==> src/rtl/pbus_io_pkg.sv <==
package pbus_io_pkg;
  localparam int unsigned STB_N   = 8;
  localparam int unsigned STB_IW  = $clog2(STB_N);

  localparam int unsigned STB_STATUS  = 0;
  localparam int unsigned STB_SELECT  = 1;
  localparam int unsigned STB_DRD     = 2;
  localparam int unsigned STB_MASK    = 3;
  localparam int unsigned STB_HRD     = 4;
  localparam int unsigned STB_DWR     = 5;
  localparam int unsigned STB_SER     = 6;
  localparam int unsigned STB_HLD     = 7;

  typedef logic [STB_N-1:0] strobe_t;

  typedef struct packed {
    logic req;
    logic ack;
    logic rd;
    logic wr;
  } cyc_ctl_t;

  function automatic strobe_t to_onehot(input logic [STB_IW-1:0] idx);
    strobe_t v;
    v = '0;
    v[idx] = 1'b1;
    return v;
  endfunction

  function automatic strobe_t read_mask();
    strobe_t m;
    m = '0;
    for (int i = 0; i < STB_N; i += 2) m[i] = 1'b1;
    return m;
  endfunction
endpackage

==> src/rtl/pbus_strobe_gen.sv <==
module pbus_strobe_gen
  import pbus_io_pkg::*;
#(
  parameter int unsigned SEL_W = 2
) (
  input  logic             clk,
  input  logic             rst_n,
  input  cyc_ctl_t         ctl,
  input  logic [SEL_W-1:0] sel,
  output strobe_t          strobe
);
  localparam int unsigned IDX_W = SEL_W + 1;

  logic            qual;
  logic            ends;
  logic            busy;
  logic [IDX_W-1:0] idx;
  strobe_t         strobe_q;
  strobe_t         strobe_d;

  assign qual = ctl.req && !ctl.ack && (ctl.rd ^ ctl.wr);
  assign ends = !ctl.req || ctl.ack || !(ctl.rd || ctl.wr);
  assign busy = |strobe_q;
  assign idx  = {sel, ctl.wr};

  always_comb begin
    strobe_d = strobe_q;
    if (!busy) begin
      if (qual) strobe_d = to_onehot(STB_IW'(idx));
    end else if (ends) begin
      strobe_d = '0;
    end
  end

  always_ff @(posedge clk or negedge rst_n) begin
    if (!rst_n) strobe_q <= '0;
    else        strobe_q <= strobe_d;
  end

  assign strobe = strobe_q;
endmodule

==> src/rtl/pbus_byte_latch.sv <==
module pbus_byte_latch #(
  parameter int unsigned W = 8
) (
  input  logic         clk,
  input  logic         rst_n,
  input  logic         load,
  input  logic [W-1:0] d,
  output logic [W-1:0] q
);
  always_ff @(posedge clk or negedge rst_n) begin
    if (!rst_n)    q <= '0;
    else if (load) q <= d;
  end
endmodule

==> src/rtl/pbus_rdata_mux.sv <==
module pbus_rdata_mux
  import pbus_io_pkg::*;
#(
  parameter int unsigned W = 8
) (
  input  strobe_t      strobe,
  input  logic [W-1:0] bus_lo,
  input  logic [W-1:0] hi_latch,
  output logic [W-1:0] rdata,
  output logic         oe
);
  localparam strobe_t RD_MASK = read_mask();

  always_comb begin
    oe = |(strobe & RD_MASK);
    if (strobe[STB_HRD]) rdata = hi_latch;
    else if (oe)         rdata = bus_lo;
    else                 rdata = '0;
  end
endmodule

==> src/rtl/pbus_io_bridge.sv <==
module pbus_io_bridge
  import pbus_io_pkg::*;
#(
  parameter int unsigned DW     = 8,
  parameter int unsigned AW     = 8,
  parameter int unsigned BUS_AW = 6,
  parameter int unsigned SEL_LO = 6
) (
  input  logic              clk,
  input  logic              rst_n,
  input  logic              io_req_n,
  input  logic              m1_n,
  input  logic              rd_n,
  input  logic              wr_n,
  input  logic [AW-1:0]     cpu_addr,
  input  logic [DW-1:0]     cpu_wdata,
  output logic [DW-1:0]     cpu_rdata,
  output logic              cpu_rdata_oe,
  output logic [BUS_AW-1:0] bus_addr,
  output logic [DW-1:0]     bus_wdata_lo,
  output logic [DW-1:0]     bus_wdata_hi,
  input  logic [DW-1:0]     bus_rdata_lo,
  input  logic [DW-1:0]     bus_rdata_hi,
  output logic [7:0]        bus_strobe
);
  localparam int unsigned SEL_W = STB_IW - 1;

  cyc_ctl_t          ctl;
  strobe_t           stb;
  logic [DW-1:0]     hl_q;
  logic [DW-1:0]     lh_q;

  assign ctl.req = !io_req_n;
  assign ctl.ack = !m1_n;
  assign ctl.rd  = !rd_n;
  assign ctl.wr  = !wr_n;

  pbus_strobe_gen #(.SEL_W(SEL_W)) u_stb (
    .clk    (clk),
    .rst_n  (rst_n),
    .ctl    (ctl),
    .sel    (cpu_addr[SEL_LO +: SEL_W]),
    .strobe (stb)
  );

  pbus_byte_latch #(.W(DW)) u_hl (
    .clk   (clk),
    .rst_n (rst_n),
    .load  (stb[STB_DRD]),
    .d     (bus_rdata_hi),
    .q     (hl_q)
  );

  pbus_byte_latch #(.W(DW)) u_lh (
    .clk   (clk),
    .rst_n (rst_n),
    .load  (stb[STB_HLD]),
    .d     (cpu_wdata),
    .q     (lh_q)
  );

  pbus_rdata_mux #(.W(DW)) u_rmux (
    .strobe   (stb),
    .bus_lo   (bus_rdata_lo),
    .hi_latch (hl_q),
    .rdata    (cpu_rdata),
    .oe       (cpu_rdata_oe)
  );

  assign bus_addr     = cpu_addr[BUS_AW-1:0];
  assign bus_wdata_lo = cpu_wdata;
  assign bus_wdata_hi = lh_q;
  assign bus_strobe   = stb;
endmodule

==> config.mk <==
export PLATFORM = sky130hd
export DESIGN_NAME = pbus_io_bridge
export DESIGN_NICKNAME = d
export VERILOG_FILES = /design/src/rtl/pbus_io_pkg.sv /design/src/rtl/pbus_strobe_gen.sv /design/src/rtl/pbus_byte_latch.sv /design/src/rtl/pbus_rdata_mux.sv /design/src/rtl/pbus_io_bridge.sv
export SDC_FILE = /design/constraint.sdc
export NUM_CORES = 1
export LEC_CHECK = 0
export BUFFER_PORTS_ARGS = -buffer_cell sky130_fd_sc_hd__buf_2
export CORE_ASPECT_RATIO = 0.6
export CORE_MARGIN = 1
export CORE_UTILIZATION = 38
export CTS_CLUSTER_DIAMETER = 40
export DETAILED_ROUTE_END_ITERATION = 8
export GPL_TIMING_DRIVEN = 0
export PLACE_DENSITY_LB_ADDON = 0.08
export SLEW_MARGIN = 20
export SYNTH_ARGS = -nofsm -noshare
export SYNTH_HDL_FRONTEND = slang
export SYNTH_SLANG_ARGS = --single-unit
==> constraint.sdc <==
create_clock -name clk -period 1.5 [get_ports clk]
set_input_delay 0.15 -clock clk [delete_from_list [all_inputs] [get_ports clk]]
set_output_delay 0.15 -clock clk [all_outputs]
set_load 0.05 [all_outputs]
Yosys cells after proc, flatten, opt, wreduce, memory -nomap -nowiden
Index checks and enable logic that the tools add are counted.

cells by class
  magnitude comparators = 2
  eq/ne operators = 1
  muxes and demuxes = 7
  bitwise operators = 1
  reduce and logical (&&, ||, !) cells = 15

operators with widths
  operator            count
  $mux 8              5
  $reduce_or 8->1     1
  $logic_not 1->1     5
  $lt 3x4->1 const B  1
  $reduce_or 4->1     1
  $demux 1 s3         1
  $ge 3x1->1 const B  1
  $logic_and 1x1->1   3
  $logic_or 1x1->1    3
  $ne 2x1->1 const B  1
  $reduce_and 2->1    1
  $reduce_bool 2->1   1
  $mux 1              1
  $xor 1x1->1         1

storage, ports and cells
  bits in registers = 24
  input port bits = 38
  logic and storage cells = 29

Depth between registers and ports, before layout
  word-level depth = 7
  gate-level depth with buffers = 5

By module
A second synthesis with hierarchy kept.

unflattened totals
  cell total of the unflattened synthesis = 108
  area total of the unflattened synthesis = 1317.5 um2

modules (own cells, without submodules)
  module           instances  cells an instance  area each (um2)  sequential area each (um2)
  pbus_byte_latch  2          17                 331.6            200.2
  pbus_strobe_gen  1          37                 387.9            200.2
  pbus_rdata_mux   1          19                 146.4            0.0
  pbus_io_bridge   1          18                 120.1            0.0

Least setup slack after synthesis
OpenSTA, ideal clock, no wires.

  kind = reg-to-reg
  start = register u_stb.strobe_q[4], in the netlist u_stb.strobe[4]
  end = register u_stb.strobe_q[1], in the netlist u_stb.strobe[1]
  library setup time = 0.076 ns
  arrival time = 2.042 ns
  slack = -0.619 ns
  stages on the path, launching flop included = 6
  clock period less this slack = 2.119 ns
  cells stage by stage = dfrtp_1 -> buf_6 -> nor4_4 -> inv_2 -> or4_1 -> o21ai_1

on the way
  cells in the longest elaborated chain, start to end = 3
  elaborated cells between the ends (all ways) = 5
  classes of those cells = eq/ne (1); mux (1); reduce/logical (3)

ends and longest elaborated chain
  item                                                              RTL line               source
  start, declared                                                   pbus_strobe_gen.sv:18  strobe_t strobe_q;
  start signal, assigned                                            pbus_strobe_gen.sv:37  else strobe_q <= strobe_d;
  $reduce_or 8->1 (*)                                               pbus_strobe_gen.sv:23  assign busy = |strobe_q;
  $ne 2x1->1 (no source line) or $reduce_bool 2->1 (tied branches)  n/a
  $reduce_and 2->1 (no source line)                                 n/a

Mark *: on every way between the ends. The rest lies on a longest branch, timed or not.
A chain may end at the register's enable or synchronous reset.

Final worst setup path
  start = register u_stb.strobe_q[2], in the netlist u_stb.strobe[2]
  end = register u_stb.strobe_q[1], in the netlist u_stb.strobe[1]

The elaborated chain is that of the path after synthesis.

==> results.toml <==
[grt]
gr-usage-all-layers_pct = 16.8
globalRoute.busiestLayer = "met2"
grt_first_pass_wirelength_um = 4130
grt_max_degree = 25
grtUsageMet1_pct = 19.1
grt_antenna_before_repair = 0
groute.layer.met3.usage_pct = 5.97
grtUsageMet2_pct = 31.0
globalRouteOverflowTotal = 0
grt_pass1_vias = 963

[clock_network]
cts_num_sinks = 24
cts-htree-levels = 1
cts-buffers-inserted = 3
cts_tree = "yes"
clkTransAtPathRegs_ps = 90
cts_max_path_buffers = 2
cts_root_buffer = "sky130_fd_sc_hd__clkbuf_8"
clk_latency_ps = 270

[synthesis]
seq_area_frac_synth_pct = 49.6
netlist_area_before_placement_sq_mm = 0.00121
synth_warnings = 0
synth.ff_latch_count = 24
postSynthCellCount = 103
syn_nets = 142
yosysUniqueCellTypes = 21
synth_area_per_cell_sq_um = 11.7

[setup_path]
worst-path-stages = 6
worstReg2RegEnd = "u_stb.strobe[1]"
crit_path_end_kind = "register"
r2r_cells = 6
critical_path_buf_inv_count = 3
slowest_stage = "sky130_fd_sc_hd__dfrtp_1"
critical_path.cell_chain = "buf_6, nor4_4, buf_4, inv_4, or4_1, o21ai_1"
timing.critical_path.max_delay_family = "simple AND/OR/NAND/NOR gates"
cpPeakStageDelay_ps = 390
worst_r2r_startpoint = "u_stb.strobe[2]"
cp_max_fo = 5
timing.critical_path.from_type = "register"
cp_data_required_time_ps = 1690
r2r_setup_slk_ps = -100
critical_path_arrival_ps = 1800
path_class = "reg -> reg"

[timing]
fmaxAchievable_ghz = 0.624
layout_worst_path_cycle_share_pct = 107
post-route-min-period_ps = 1600
max_slew.worst_pin.slew_ps = 543
max-slew-margin-rel_pct = 63.8
final_hold_viol_count = 0
finalClockSkew_ps = 9.62
final_max_slew_viol_count = 0
grt_setup_unrepaired = "true"
setup_ws_ps = -103
setup-violations-final = 10
setup_total_negative_slack_ps = -862

[layout]
antenna-diode-count = 0
fill_cells = 252
final_non_filler_cell_total = 226
nets = 224
area_growth_syn_to_layout_pct = 54.5
final_core_utilization_pct = 63.4
drive_gt1_share_pct = 69.0

[routing]
detailroute.via_count = 1065
route.detailed.drc = 0
detail-route-antenna-nets = 0
route.detailed.vias_per_inst = 4.71
drt_first_pass_iters = 3
routed_wirelength_um = 2910
drt-initial-drc-count = 6
detail_route.wl_per_cell_um = 12.9

[floorplan]
fp.dieW_um = 74.8
die_y_um = 45.7
floorplan.die_area_sq_mm = 0.00342
initial_utilization_pct = 41.1
ioPinCount = 77
fp.coreArea_sq_mm = 0.00295
core.rowCount = 15

[run_status]
status = "finished, violations left"
failed_checks = "negative setup slack"

[power_and_ir_drop]
p_leak_nw = 0.968
power_density_mw_per_mm2 = 1030
vdd.ir_drop.worst_mv = 0.584

[placed_design]
place_congestion = 0.767
dpl.hpwl_um = 2090
place.detailed.instances = 215
input_output_buffers = 70

[min_path]
hold_path_class = "in -> reg"
min-delay-start = "bus_rdata_hi[2]"
hold_path_depth = 2
holdPathEnd = "u_hl.q[2]"

[flow_run]
max_cap_check_violation_count = 0
[kinds of logic after synthesis]
kind of cell	Yosys count	share of synthesized area [%]
adders and majority gates	1	1.03
and+or+nand+nor	26	11.5
muxes	24	21.5
AOI/OAI and AO/OA	8	4.45
buffers and inverters	20	11.9
DFF	24	49.6
[sequential cells by signal, summed over array words and instances (netlist names)]
register      count
u_hl.q            8
u_stb.strobe      8
u_lh.q            8
[per-stage QoR]
step                total power, mW  hold slack (ps)  cell area, sq um  setup slack [ps]
floorplan                      1.33             -146              1210              -426
global placement               1.50              166              1620              -413
detailed placement             1.52              168              1620              -463
CTS                            1.94              101              1800              -178
global route                   2.02              104              1870              -151
finish                         1.93              106              1870              -103
[what timing repair did]
item,4_1_cts,5_1_grt
hold buffers,1,0
setup buffers,5,2
hold endpoints to repair,24,0
endpoints found under the setup margin,17,16
pin swaps,5,5
resized for setup,26,13
[synth_stat cells, drive strengths merged]
| cell type | n | area [sq um] |
|---|---|---|
| o41ai | 3 | 26.3 |
| nor4b | 1 | 8.76 |
| mux2i | 8 | 80.1 |
| dfrtp | 24 | 601 |
| nand2b | 2 | 12.5 |
| nand4 | 1 | 6.26 |
| inv | 1 | 3.75 |
| o21ai | 4 | 20.0 |
| nor4 | 1 | 21.3 |
| or4 | 1 | 7.51 |
| buf | 18 | 136 |
| nor3b | 2 | 15.0 |
| nand2 | 10 | 37.5 |
| nor2 | 8 | 30.0 |
| clkbuf | 1 | 3.75 |
| mux2 | 16 | 180 |
| ha | 1 | 12.5 |
| o31ai | 1 | 7.51 |
[cell type report]
class / count / area [sq um] / share of cell area [%]
Timing Repair Buffer: 78 / 484 / 25.9
Tap cell: 42 / 52.6 / 2.81
Multi-Input combinational cell: 59 / 532 / 28.4
Buffer: 18 / 146 / 7.83
Clock buffer: 4 / 45.0 / 2.41
Inverter: 1 / 6.26 / 0.335
Sequential cell: 24 / 603 / 32.3
[placed cells by master, fill, tap and decap left out, drive strengths merged]
master / count
or4: 1
nor4b: 1
dfrtp: 24
nand4: 1
o31ai: 1
buf: 95
nor2: 8
mux2: 16
nand2b: 2
nor4: 1
ha: 1
nand2: 10
dlygate4sd3: 1
o41ai: 3
inv: 1
o21ai: 4
mux2i: 8
nor3b: 2
clkbuf: 4
[metal layers]
| metal | up-vias | share of wire, % |
|---|---|---|
| li1 | 512 | - |
| met1 | 507 | 43 |
| met2 | 44 | 50 |
| met3 | 2 | 6.3 |
| met4 | 0 | 0.58 |
| met5 | - | 0 |
[worst max path at each step]
stage	slack (ps)	from	endpoint
4_1_cts	-180	u_stb.strobe[4]	u_stb.strobe[1]
3_3_place_gp	-410	u_stb.strobe[2]	u_stb.strobe[1]
2_1_floorplan	-430	u_stb.strobe[4]	u_stb.strobe[1]
3_5_place_dp	-460	u_stb.strobe[2]	u_stb.strobe[1]
5_1_grt	-150	u_stb.strobe[2]	cpu_rdata[1]
6_report	-100	u_stb.strobe[2]	u_stb.strobe[1]
[power by group]
part	switching (mW)	total [mW]	internal, mW	leakage, nW
clock	0.198	0.388	0.190	0.0228
sequential	0.0574	0.825	0.767	0.312
combinational	0.467	0.717	0.249	0.634
No activity file was read; power rests on OpenSTA's default activity.
